`src/rtl/phy_irq_pkg.sv`:
```
package phy_irq_pkg;
  // register selects on the access port
  typedef enum logic [1:0] {
    SEL_CTRL  = 2'd0,
    SEL_EVENT = 2'd1
  } reg_sel_e;

  // event bit order inside the status field
  typedef enum int unsigned {
    EV_ENERGY  = 0,
    EV_LINK    = 1,
    EV_SPEED   = 2,
    EV_DUPLEX  = 3,
    EV_AN_DONE = 4,
    EV_CNT_HALF = 5
  } ev_idx_e;

  // control register bit positions
  localparam int unsigned CTL_POL  = 0;
  localparam int unsigned CTL_GIE  = 1;
  localparam int unsigned CTL_TEST = 2;

  // enable field base inside the event register
  localparam int unsigned EN_LSB = 8;
endpackage

```
`src/rtl/phy_irq_ctrl_reg.sv`:
```
module phy_irq_ctrl_reg #(
  parameter int unsigned DATA_W = 16
) (
  input  logic              clk,
  input  logic              rst_n,
  input  logic              wr_en,
  input  logic [2:0]        wbits,
  output logic              test_en,
  output logic              gie,
  output logic              pol,
  output logic [DATA_W-1:0] rd_word
);
  import phy_irq_pkg::*;

  logic [2:0] ctl_q;

  always_ff @(posedge clk) begin
    if (!rst_n)     ctl_q <= '0;
    else if (wr_en) ctl_q <= wbits;
  end

  assign pol     = ctl_q[CTL_POL];
  assign gie     = ctl_q[CTL_GIE];
  assign test_en = ctl_q[CTL_TEST];

  always_comb begin
    rd_word      = '0;
    rd_word[2:0] = ctl_q;
  end
endmodule

```
`src/rtl/phy_irq_event_bank.sv`:
```
module phy_irq_event_bank #(
  parameter int unsigned NUM_EV = 6
) (
  input  logic              clk,
  input  logic              rst_n,
  input  logic [NUM_EV-1:0] ev_i,
  input  logic              rd_clr,
  input  logic              en_wr,
  input  logic [NUM_EV-1:0] en_wdata,
  output logic [NUM_EV-1:0] status_o,
  output logic [NUM_EV-1:0] enable_o
);
  for (genvar i = 0; i < NUM_EV; i++) begin : g_src
    logic st_q;
    logic en_q;

    // read clears; a same-cycle event survives the clear
    always_ff @(posedge clk) begin
      if (!rst_n) st_q <= 1'b0;
      else        st_q <= (st_q & ~rd_clr) | ev_i[i];
    end

    always_ff @(posedge clk) begin
      if (!rst_n)     en_q <= 1'b0;
      else if (en_wr) en_q <= en_wdata[i];
    end

    assign status_o[i] = st_q;
    assign enable_o[i] = en_q;
  end
endmodule

```
`src/rtl/phy_irq_out.sv`:
```
module phy_irq_out #(
  parameter int unsigned NUM_EV = 6
) (
  input  logic              clk,
  input  logic              rst_n,
  input  logic [NUM_EV-1:0] status,
  input  logic [NUM_EV-1:0] enable,
  input  logic              gie,
  input  logic              test_en,
  input  logic              pol,
  output logic              irq_o
);
  logic active;

  assign active = gie & (test_en | (|(status & enable)));

  // reset value is the inactive level for polarity 0
  always_ff @(posedge clk) begin
    if (!rst_n) irq_o <= 1'b1;
    else        irq_o <= pol ? active : ~active;
  end
endmodule

```
`src/rtl/phy_irq_top.sv`:
```
module phy_irq_top #(
  parameter int unsigned NUM_EV = 6,
  parameter int unsigned DATA_W = 16,
  parameter int unsigned ADDR_W = 2
) (
  input  logic              clk,
  input  logic              rst_n,
  input  logic [NUM_EV-1:0] ev_i,
  input  logic              reg_en,
  input  logic              reg_wr,
  input  logic [ADDR_W-1:0] reg_addr,
  input  logic [DATA_W-1:0] reg_wdata,
  output logic [DATA_W-1:0] reg_rdata,
  output logic              reg_rvalid,
  output logic              irq_o
);
  import phy_irq_pkg::*;

  localparam logic [ADDR_W-1:0] A_CTRL  = ADDR_W'(SEL_CTRL);
  localparam logic [ADDR_W-1:0] A_EVENT = ADDR_W'(SEL_EVENT);

  logic              wr_ctrl, wr_evt, rd_evt, rd_any;
  logic              gie, test_en, pol;
  logic [NUM_EV-1:0] status_q, enable_q;
  logic [DATA_W-1:0] ctrl_word, evt_word;
  logic              unused_wbits;

  assign unused_wbits = ^{reg_wdata};

  assign wr_ctrl = reg_en &  reg_wr & (reg_addr == A_CTRL);
  assign wr_evt  = reg_en &  reg_wr & (reg_addr == A_EVENT);
  assign rd_evt  = reg_en & ~reg_wr & (reg_addr == A_EVENT);
  assign rd_any  = reg_en & ~reg_wr;

  phy_irq_ctrl_reg #(.DATA_W(DATA_W)) u_ctrl (
    .clk     (clk),
    .rst_n   (rst_n),
    .wr_en   (wr_ctrl),
    .wbits   (reg_wdata[2:0]),
    .test_en (test_en),
    .gie     (gie),
    .pol     (pol),
    .rd_word (ctrl_word)
  );

  phy_irq_event_bank #(.NUM_EV(NUM_EV)) u_bank (
    .clk      (clk),
    .rst_n    (rst_n),
    .ev_i     (ev_i),
    .rd_clr   (rd_evt),
    .en_wr    (wr_evt),
    .en_wdata (reg_wdata[EN_LSB +: NUM_EV]),
    .status_o (status_q),
    .enable_o (enable_q)
  );

  phy_irq_out #(.NUM_EV(NUM_EV)) u_out (
    .clk     (clk),
    .rst_n   (rst_n),
    .status  (status_q),
    .enable  (enable_q),
    .gie     (gie),
    .test_en (test_en),
    .pol     (pol),
    .irq_o   (irq_o)
  );

  always_comb begin
    evt_word                   = '0;
    evt_word[NUM_EV-1:0]       = status_q;
    evt_word[EN_LSB +: NUM_EV] = enable_q;
  end

  always_ff @(posedge clk) begin
    if (!rst_n) begin
      reg_rvalid <= 1'b0;
      reg_rdata  <= '0;
    end else begin
      reg_rvalid <= rd_any;
      if (rd_any) begin
        if (reg_addr == A_CTRL)       reg_rdata <= ctrl_word;
        else if (reg_addr == A_EVENT) reg_rdata <= evt_word;
        else                          reg_rdata <= '0;
      end
    end
  end
endmodule

```
`config.mk`:
```
export PLATFORM = sky130hd
export DESIGN_NAME = phy_irq_top
export DESIGN_NICKNAME = d
export VERILOG_FILES = /design/src/rtl/phy_irq_pkg.sv /design/src/rtl/phy_irq_ctrl_reg.sv /design/src/rtl/phy_irq_event_bank.sv /design/src/rtl/phy_irq_out.sv /design/src/rtl/phy_irq_top.sv
export SDC_FILE = /design/constraint.sdc
export NUM_CORES = 1
export LEC_CHECK = 0
export BUFFER_PORTS_ARGS = -buffer_cell sky130_fd_sc_hd__buf_2
export CAP_MARGIN = 20
export CORE_MARGIN = 5
export CORE_UTILIZATION = 35
export DETAILED_ROUTE_END_ITERATION = 16
export GPL_ROUTABILITY_DRIVEN = 0
export GPL_TIMING_DRIVEN = 0
export RECOVER_POWER = 25
export SLEW_MARGIN = 20
export SYNTH_ARGS = -nofsm -noshare
export SYNTH_HDL_FRONTEND = slang
export SYNTH_SLANG_ARGS = --single-unit
export TNS_END_PERCENT = 100
```
`constraint.sdc`:
```
create_clock -name clk -period 2.5 [get_ports clk]
set_input_delay 0.25 -clock clk [delete_from_list [all_inputs] [get_ports clk]]
set_output_delay 0.25 -clock clk [all_outputs]
set_load 0.01 [all_outputs]
```
=== Yosys cells after proc, flatten, opt, wreduce, memory -nomap -nowiden ===
Index checks and enable logic that the tools add are counted.

* Equal/unequal tests: 1
* Multiplexer cells: 3
* Bitwise gates (word level): 23
* Reductions and logical operators: 2

{| class="wikitable"
|+ Operator list
! operator !! count
|-
| $mux W14 || 2
|-
| $and A1 B1 Y1 || 12
|-
| $or A1 B1 Y1 || 7
|-
| $and A6 B6 Y6 || 1
|-
| $reduce_or A6 Y1 || 1
|-
| $not A1 Y1 || 3
|-
| $eq A2 B1 Y1 const B || 1
|-
| $logic_not A2 Y1 || 1
|-
| $mux W1 || 1
|}

* Bits in registers: 33

=== Logic depth before layout (Yosys ltp) ===
Gate-level depths: netlist of run 1.

* Word-level depth: 6
* Mapped depth: 4

=== By module ===
Synthesis of run 1 repeated with hierarchy kept, for this count alone.

* Cells, all modules: 165
* Area, all modules: 1586.5 um^2

{| class="wikitable"
|+ Modules (own cells, without submodules)
! module !! sequential area each (um^2) !! area an instance (um^2) !! cells an instance !! times used
|-
| phy_irq_top || 340.3 || 723.2 || 76 || 1
|-
| phy_irq_event_bank || 240.2 || 526.8 || 50 || 1
|-
| phy_irq_ctrl_reg || 60.1 || 232.7 || 26 || 1
|-
| phy_irq_out || 20.0 || 103.8 || 13 || 1
|}

=== Worst setup path before layout of run 1 ===
Ideal clock, no wire load.

* Kind: in2reg
* From: input port reg_addr[1]
* To: register reg_rdata[2]
* Slack: 1.439 ns
* Stages: 4
* Arrival: 0.933 ns
* Required time: 2.372 ns
* Cell sequence: and4bb_1 buf_2 a222oi_1 nor2_1

* Word-level cells in the longest chain between the ends: 3
* Elaborated cells between the ends (all ways): 4
* Those cells by class: eq/ne: 1; mux: 2; reduce/logical: 1

{| class="wikitable"
|+ RTL lines
! element !! RTL line !! RTL
|-
| from (decl) || phy_irq_top.sv:11 || <nowiki>input logic [ADDR_W-1:0] reg_addr,</nowiki>
|-
| $eq A2 B1 Y1 || phy_irq_top.sv:82 || <nowiki>else if (reg_addr == A_EVENT) reg_rdata <= evt_word;</nowiki>
|-
| $mux W14 || phy_irq_top.sv:82 ||
|-
| $mux W14 * || phy_irq_top.sv:81 || <nowiki>if (reg_addr == A_CTRL) reg_rdata <= ctrl_word;</nowiki>
|-
| to (signal assigned) || phy_irq_top.sv:81 ||
|-
| to (signal assigned) || phy_irq_top.sv:82 ||
|-
| to (decl) || phy_irq_top.sv:13 || <nowiki>output logic [DATA_W-1:0] reg_rdata,</nowiki>
|}

Mark *: on every way between the ends. The rest lies on a longest branch, timed or not.
A chain may end at the register's enable or synchronous reset.

=== Final worst setup path of run 1 ===
* From: register u_bank.g_src[4].st_q
* To: register u_out.irq_o

* Word-level cells in the longest chain between the ends: 6

{| class="wikitable"
|+ RTL lines
! element !! RTL line !! RTL
|-
| from (decl) || phy_irq_event_bank.sv:14 || <nowiki>logic st_q;</nowiki>
|-
| from (signal assigned) || phy_irq_event_bank.sv:20 || <nowiki>else st_q <= (st_q & ~rd_clr) | ev_i[i];</nowiki>
|-
| $and A6 B6 Y6 * || phy_irq_out.sv:15 || <nowiki>assign active = gie & (test_en | (|(status & enable)));</nowiki>
|-
| $reduce_or A6 Y1 * || phy_irq_out.sv:15 ||
|-
| $or A1 B1 Y1 * || phy_irq_out.sv:15 ||
|-
| $and A1 B1 Y1 * || phy_irq_out.sv:15 ||
|-
| $not A1 Y1 || phy_irq_out.sv:20 || <nowiki>else irq_o <= pol ? active : ~active;</nowiki>
|-
| $mux W1 * || phy_irq_out.sv:20 ||
|-
| to (signal assigned) || phy_irq_out.sv:20 ||
|-
| to (decl) || phy_irq_out.sv:11 || <nowiki>output logic irq_o</nowiki>
|}

Marks and branches as above.

==> results of run 1 <==
## cell usage after synthesis, drive strengths merged
master,instances
dfxtp,29
nor2,28
a22oi,11
mux2i,9
a21oi,7
buf,6
a222oi,3
and4bb,2
clkbuf,2
nand2,2
a31o,1
and4b,1
conb,1
inv,1
nand2b,1
nand3b,1
nand4,1
nand4b,1
nand4bb,1
nor2b,1
nor4b,1
o211a,1
o21ai,1
## tightest hold or removal path: cells and delay by family
| kind | cells | cell delay [ns] |
|---|---|---|
| compound gates | 1 | 0.03 |
| simple gates | 1 | 0.06 |
| buf+inv | 1 | 0.07 |
## flip-flops by register name (all words and copies together), names as in the netlist
name	flops
u_ctrl.ctl_q	3
u_out.irq_o	1
reg_rvalid	1
u_bank.g_src.en_q	6
reg_rdata	12
u_bank.g_src.st_q	6
## layout by cell type (no fill, tap or decap)
cell,instances
conb_1,4
nand2_1,2
a21oi_1,7
nor2b_1,1
nand4_1,1
clkbuf_4,5
nor2_1,28
buf_2,33
nand3b_1,1
nor4b_1,1
inv_1,1
dfxtp_1,29
o21ai_0,1
clkbuf_8,1
nand4bb_1,1
nand4b_1,1
a222oi_1,3
a22oi_1,11
a31o_2,1
buf_4,4
nand2b_1,1
and4b_1,1
o211a_1,1
mux2i_1,9
clkbuf_1,6
and4bb_1,2
## routing by layer
metal	global-route usage, %	vias up	wire, µm
met5	0	-	0
met4	7.61	0	42
met3	4.93	2	165
met2	21.5	30	1320
met1	16.8	438	1160
li1	-	483	-
## final timing paths
| check | to | from |
|---|---|---|
| setup / recovery | u_out.irq_o | u_bank.g_src[4].st_q |
| setup reg to reg | u_out.irq_o | u_bank.g_src[4].st_q |
| hold / removal | u_bank.g_src[4].st_q | ev_i[4] |
| hold reg to reg | reg_rdata[10] | reg_rdata[10] |
## where the power goes
part           internal, µW  switching, µW
logic                  31.3           36.8
registers               474           10.4
clock network           132            144
## stage by stage
stage | cell area, µm² | cells
6_report | 1390 | 200
3_5_place_dp | 1340 | 193
4_1_cts | 1390 | 200
2_1_floorplan | 1110 | 115
5_1_grt | 1390 | 200
3_3_place_gp | 1340 | 193
## cell type report
| type | instances | area [µm²] | share of cell area, % |
|---|---|---|---|
| timing repair buffer | 34 | 168 | 12.1 |
| buffer | 8 | 46.3 | 3.34 |
| inverter | 1 | 3.75 | 0.271 |
| multi-input combinational | 77 | 479 | 34.5 |
| sequential | 29 | 581 | 41.8 |
| tap | 44 | 55.1 | 3.97 |
| clock buffer | 7 | 55.1 | 3.97 |
## kinds of logic after synthesis
logic type	share of synthesized area, %
buf+inv	4.66
other cells	0.341
compound gates	15.6
simple gates	18.4
flops	52.8
mux	8.19
==> results by group, run 1 <==
Layout
  – Antenna diode count: 0
  – Fillers: 296
  – Area growth, synth to finish: 26.2%
  – Post-layout util: 45.8%
  – # nets final: 184
  – Layout cell share with drive strength beyond 1: 28.2%

Route
  – Final wirelength: 2690 µm
  – Router iterations before antenna repair: 4
  – Routed wire per std cell: 13.4 µm
  – Vias: 953
  – Post-DR vias/cell: 4.77
  – Residual DRC: 0
  – Antenna Violating Nets Remaining: 0
  – Detailed router's first-iteration violation count: 29

Clock network
  – Clock transition at path regs: 0.09 ns
  – Setup Fix Bufs, Post-CTS: 0
  – H-tree levels: 2
  – Resized cells post-CTS: 0
  – Post-CTS Hold Buffers: 0
  – Latest clock arrival within the worst-skew pair: 0.32 ns
  – Clock Sinks: 29
  – Clock root buffer master: clkbuf_4
  – Total CTS buffers: 5
  – CTS tree: built
  – Clk buf depth: 2

Placed design
  – PortBufs: 34
  – Post-DP HPWL: 2040 µm
  – Dpl ws: 1.12 ns

Worst setup path
  – Critical path buffers and inverters: 0
  – Reg2reg setup slack: 1.45 ns
  – Crit-path cells: a22oi_1 -> nand2_1 -> o211a_1
  – Peak fanout along the critical path: 3
  – CP required: 2.71 ns
  – Slowest CP cell: dfxtp_1
  – Setup CP Type: flop to flop
  – Worst EP arrival: 1.26 ns
  – Crit end category: flop
  – Top delay family on crit path: compound AO/OA/AOI/OAI gates
  – R2R depth: 3
  – Critical path depth: 3
  – CP max stage delay: 0.34 ns
  – Setup crit start kind: flop

Yosys
  – Synth Area per Inst: 9.82 µm²
  – Post-synthesis sequential area ratio: 52.8%
  – Cell variety after synth: 25
  – Area leader, netlist: dfxtp_1
  – Synthesis warning total: 0
  – Synthesized cell area: 0.00110 mm²
  – Cells after Synth: 112
  – Synth top area share: 52.8%
  – FF+latch count, synth: 29
  – Synth top area cells: dfxtp_1, nor2_1, mux2i_1

GRT
  – Vias in the first global route: 914
  – First-pass GRT wire length: 4460 µm
  – Global-route usage over all layers: 14.0%
  – Grt total ovfl: 0
  – Largest net degree at the start of global routing: 11
  – Initial antenna violation count: 0

Pwr
  – Maximum vdd drop: 0.000283 V
  – PnR Total Power: 829 µW
  – Lkg Pwr: 0.000645 µW
  – Pwr Density: 597 mW/mm²

Status
  – Outcome: finished, final reports clean

Floorplan
  – Starting Density: 36.3%
  – Row Count: 20
  – Die ar.: 0.00436 mm²
  – Core ar.: 0.00303 mm²
  – Die width: 66.1 µm
  – Chip Height: 66.1 µm
  – Ports: 46

STA
  – Setup TNS Final: 0 ns
  – Worst hold margin: 0.130 ns
  – Fin crit period: 1.05 ns
  – Skew final: 0.00670 ns
  – Max Freq: 0.949 GHz
  – Final hold vios: 0
  – Final WS setup: 1.45 ns
  – Worst slew margin: 60.5%
  – Slew @ Worst Pin: 0.584 ns
  – Final critical-path share of the clock period: 42.1%
  – Slew Limit Fails: 0
  – Final Setup Violations: 0
  – RSZ-0062 raised after global routing: false

Min path
  – Hold crit path type: input pin to flop
  – Min-Delay Path Depth: 3

Flow run
  – Max cap viols: 0
Power figures use the tool's default switching activity.
==> run 2, diff against run 1 <==
Clock period 2.5 ns to 0.9 ns, I/O delays scaled along.
==> results by group, run 2 (synthesized netlist as in run 1, its figures left out) <==
Route
  – Router iterations before antenna repair: 4
  – Detailed router's first-iteration violation count: 52
  – Vias: 1035
  – Antenna Violating Nets Remaining: 0
  – Final wirelength: 2870 µm
  – Residual DRC: 0
  – Post-DR vias/cell: 4.81
  – Routed wire per std cell: 13.3 µm

Layout
  – Cell area after layout: 0.00165 mm²
  – Area growth, synth to finish: 49.6%
  – Max reg flops: 12
  – Most frequent cells in the layout: nor2_1, buf_2, dfxtp_2
  – Most flops, register: reg_rdata
  – Most common cell after layout, fill and taps aside: nor2_1
  – Layout cell share with drive strength beyond 1: 42.7%
  – Largest registers: reg_rdata: 12 flops, u_bank.g_src.en_q: 6 flops, u_bank.g_src.st_q: 6 flops
  – # nets final: 198
  – Post-layout util: 54.3%
  – Antenna diode count: 0

Pwr
  – Lkg Pwr: 0.000738 µW
  – Maximum vdd drop: 0.00106 V
  – Pwr Density: 1640 mW/mm²
  – PnR Total Power: 2690 µW

GRT
  – Grt total ovfl: 0
  – Largest net degree at the start of global routing: 11
  – First-pass GRT wire length: 4580 µm
  – Global-route usage over all layers: 14.1%
  – Initial antenna violation count: 0
  – Vias in the first global route: 1016

Worst setup path
  – Peak fanout along the critical path: 6
  – RR Startpoint: u_ctrl.ctl_q[0]
  – R2R depth: 3
  – Top delay family on crit path: flip-flops
  – CP required: 1.17 ns
  – Worst EP arrival: 1.21 ns
  – Reg2reg setup slack: -0.03 ns
  – Worst setup path endpoint: u_out.irq_o
  – Slowest CP cell: dfxtp_2
  – Crit end category: flop
  – Critical path depth: 3
  – Worst r2r dst: u_out.irq_o
  – Setup CP Type: flop to flop
  – Critical path buffers and inverters: 0
  – Crit. Startpoint: u_ctrl.ctl_q[0]
  – Setup crit start kind: flop
  – CP max stage delay: 0.37 ns
  – Crit-path cells: and4b_1 -> o21ai_0 -> o211a_1

STA
  – Slew @ Worst Pin: 0.521 ns
  – RSZ-0062 raised after global routing: true
  – Final WS setup: -0.0317 ns
  – Fin crit period: 0.932 ns
  – Skew final: 0.00806 ns
  – Max Freq: 1.07 GHz
  – Final hold vios: 1
  – Final critical-path share of the clock period: 104%
  – Slew Limit Fails: 0
  – Worst slew margin: 64.7%
  – Worst hold margin: -0.00226 ns
  – Setup TNS Final: -0.0317 ns
  – Final Setup Violations: 1

Clock network
  – Clock root buffer master: clkbuf_4
  – Clk buf depth: 2
  – Total CTS buffers: 5
  – H-tree levels: 2
  – Clock transition at path regs: 0.09 ns
  – CTS tree: built
  – Clock Sinks: 29
  – Latest clock arrival within the worst-skew pair: 0.33 ns

Floorplan
  – Ports: 46
  – Die width: 66.1 µm
  – Starting Density: 36.3%
  – Chip Height: 66.1 µm
  – Core ar.: 0.00303 mm²
  – Die ar.: 0.00436 mm²
  – Row Count: 20

Placed design
  – Placed Area: 0.00134 mm²
  – Post-DP HPWL: 2050 µm
  – PortBufs: 34

Status
  – Outcome: finished, violations left
  – Failing checks: negative hold slack, negative setup slack

Min path
  – Hold crit path type: input pin to flop

Flow run
  – Max cap viols: 0
[run 2: changes by cell type in the layout (fill, tap and decap cells not counted), sizes merged]
| cell | delta |
|---|---|
| dlygate4sd3 | +10 |
| buf | +4 |
| bufinv | +1 |
[run 2: how the worst min path moves through the flow]
| stage | slack [ns] | to | cells after the start | startpoint |
|---|---|---|---|---|
| global placement | 0.30 | u_bank.g_src[5].st_q | 3 | ev_i[5] |
| detailed placement | 0.30 | u_bank.g_src[4].st_q | 3 | ev_i[4] |
| floorplan | 0.21 | u_bank.g_src[0].st_q | 2 | ev_i[0] |
| finish | -0.002 | u_bank.g_src[2].en_q | 3 | reg_wdata[10] |
| global route | 0.02 | u_ctrl.ctl_q[1] | 3 | reg_wdata[1] |
| CTS | 0.002 | u_ctrl.ctl_q[0] | 3 | reg_wdata[0] |
[run 2: worst register-to-register path: stages, from the launching register on]
cell and delay (ns):
dfxtp_2 0.37, and4b_1 0.20, o21ai_0 0.15, o211a_1 0.16
[run 2: metrics by stage]
| step | cells | worst slack (ns) | hold WS (ns) |
|---|---|---|---|
| finish | 215 | -0.0317 | -0.00226 |
| global route | 215 | -0.0794 | 0.0161 |
| CTS | 214 | -0.0392 | 0.00158 |
| detailed placement | 193 | -0.268 | 0.303 |
| global placement | 193 | -0.266 | 0.295 |
| floorplan | 115 | 0.00409 | 0.207 |
[run 2: power by group]
part / switching (µW) / internal [µW]
combinational: 110 / 128
clock: 440 / 663
sequential: 32.4 / 1320
total: 582 / 2110
[run 2: area by class of cell]
class                   instances  area (µm²)
plain buffers                   8        48.8
clock buffers                   7        55.1
clock inverters                 1        30.0
fillers                       280        1380
inverters                       1        3.75
multi-input cells              77         493
flip-flops and latches         29         604
well taps                      44        55.1
repair buffers                 48         355
[run 2: what timing repair did]
action,in CTS,in global routing
gates resized for setup,13,18
setup endpoints to repair,6,14
hold endpoints to repair,10,0
pin swaps,4,3
buffers inserted,3,1
gates cloned,0,0
hold buffers,10,0
[run 2: routing by layer]
layer / GRT usage, % / part of all wire [%]
met1: 16.3 / 41
met2: 22.9 / 50
met3: 4.25 / 5.8
met4: 8.12 / 3.2
met5: 0 / 0
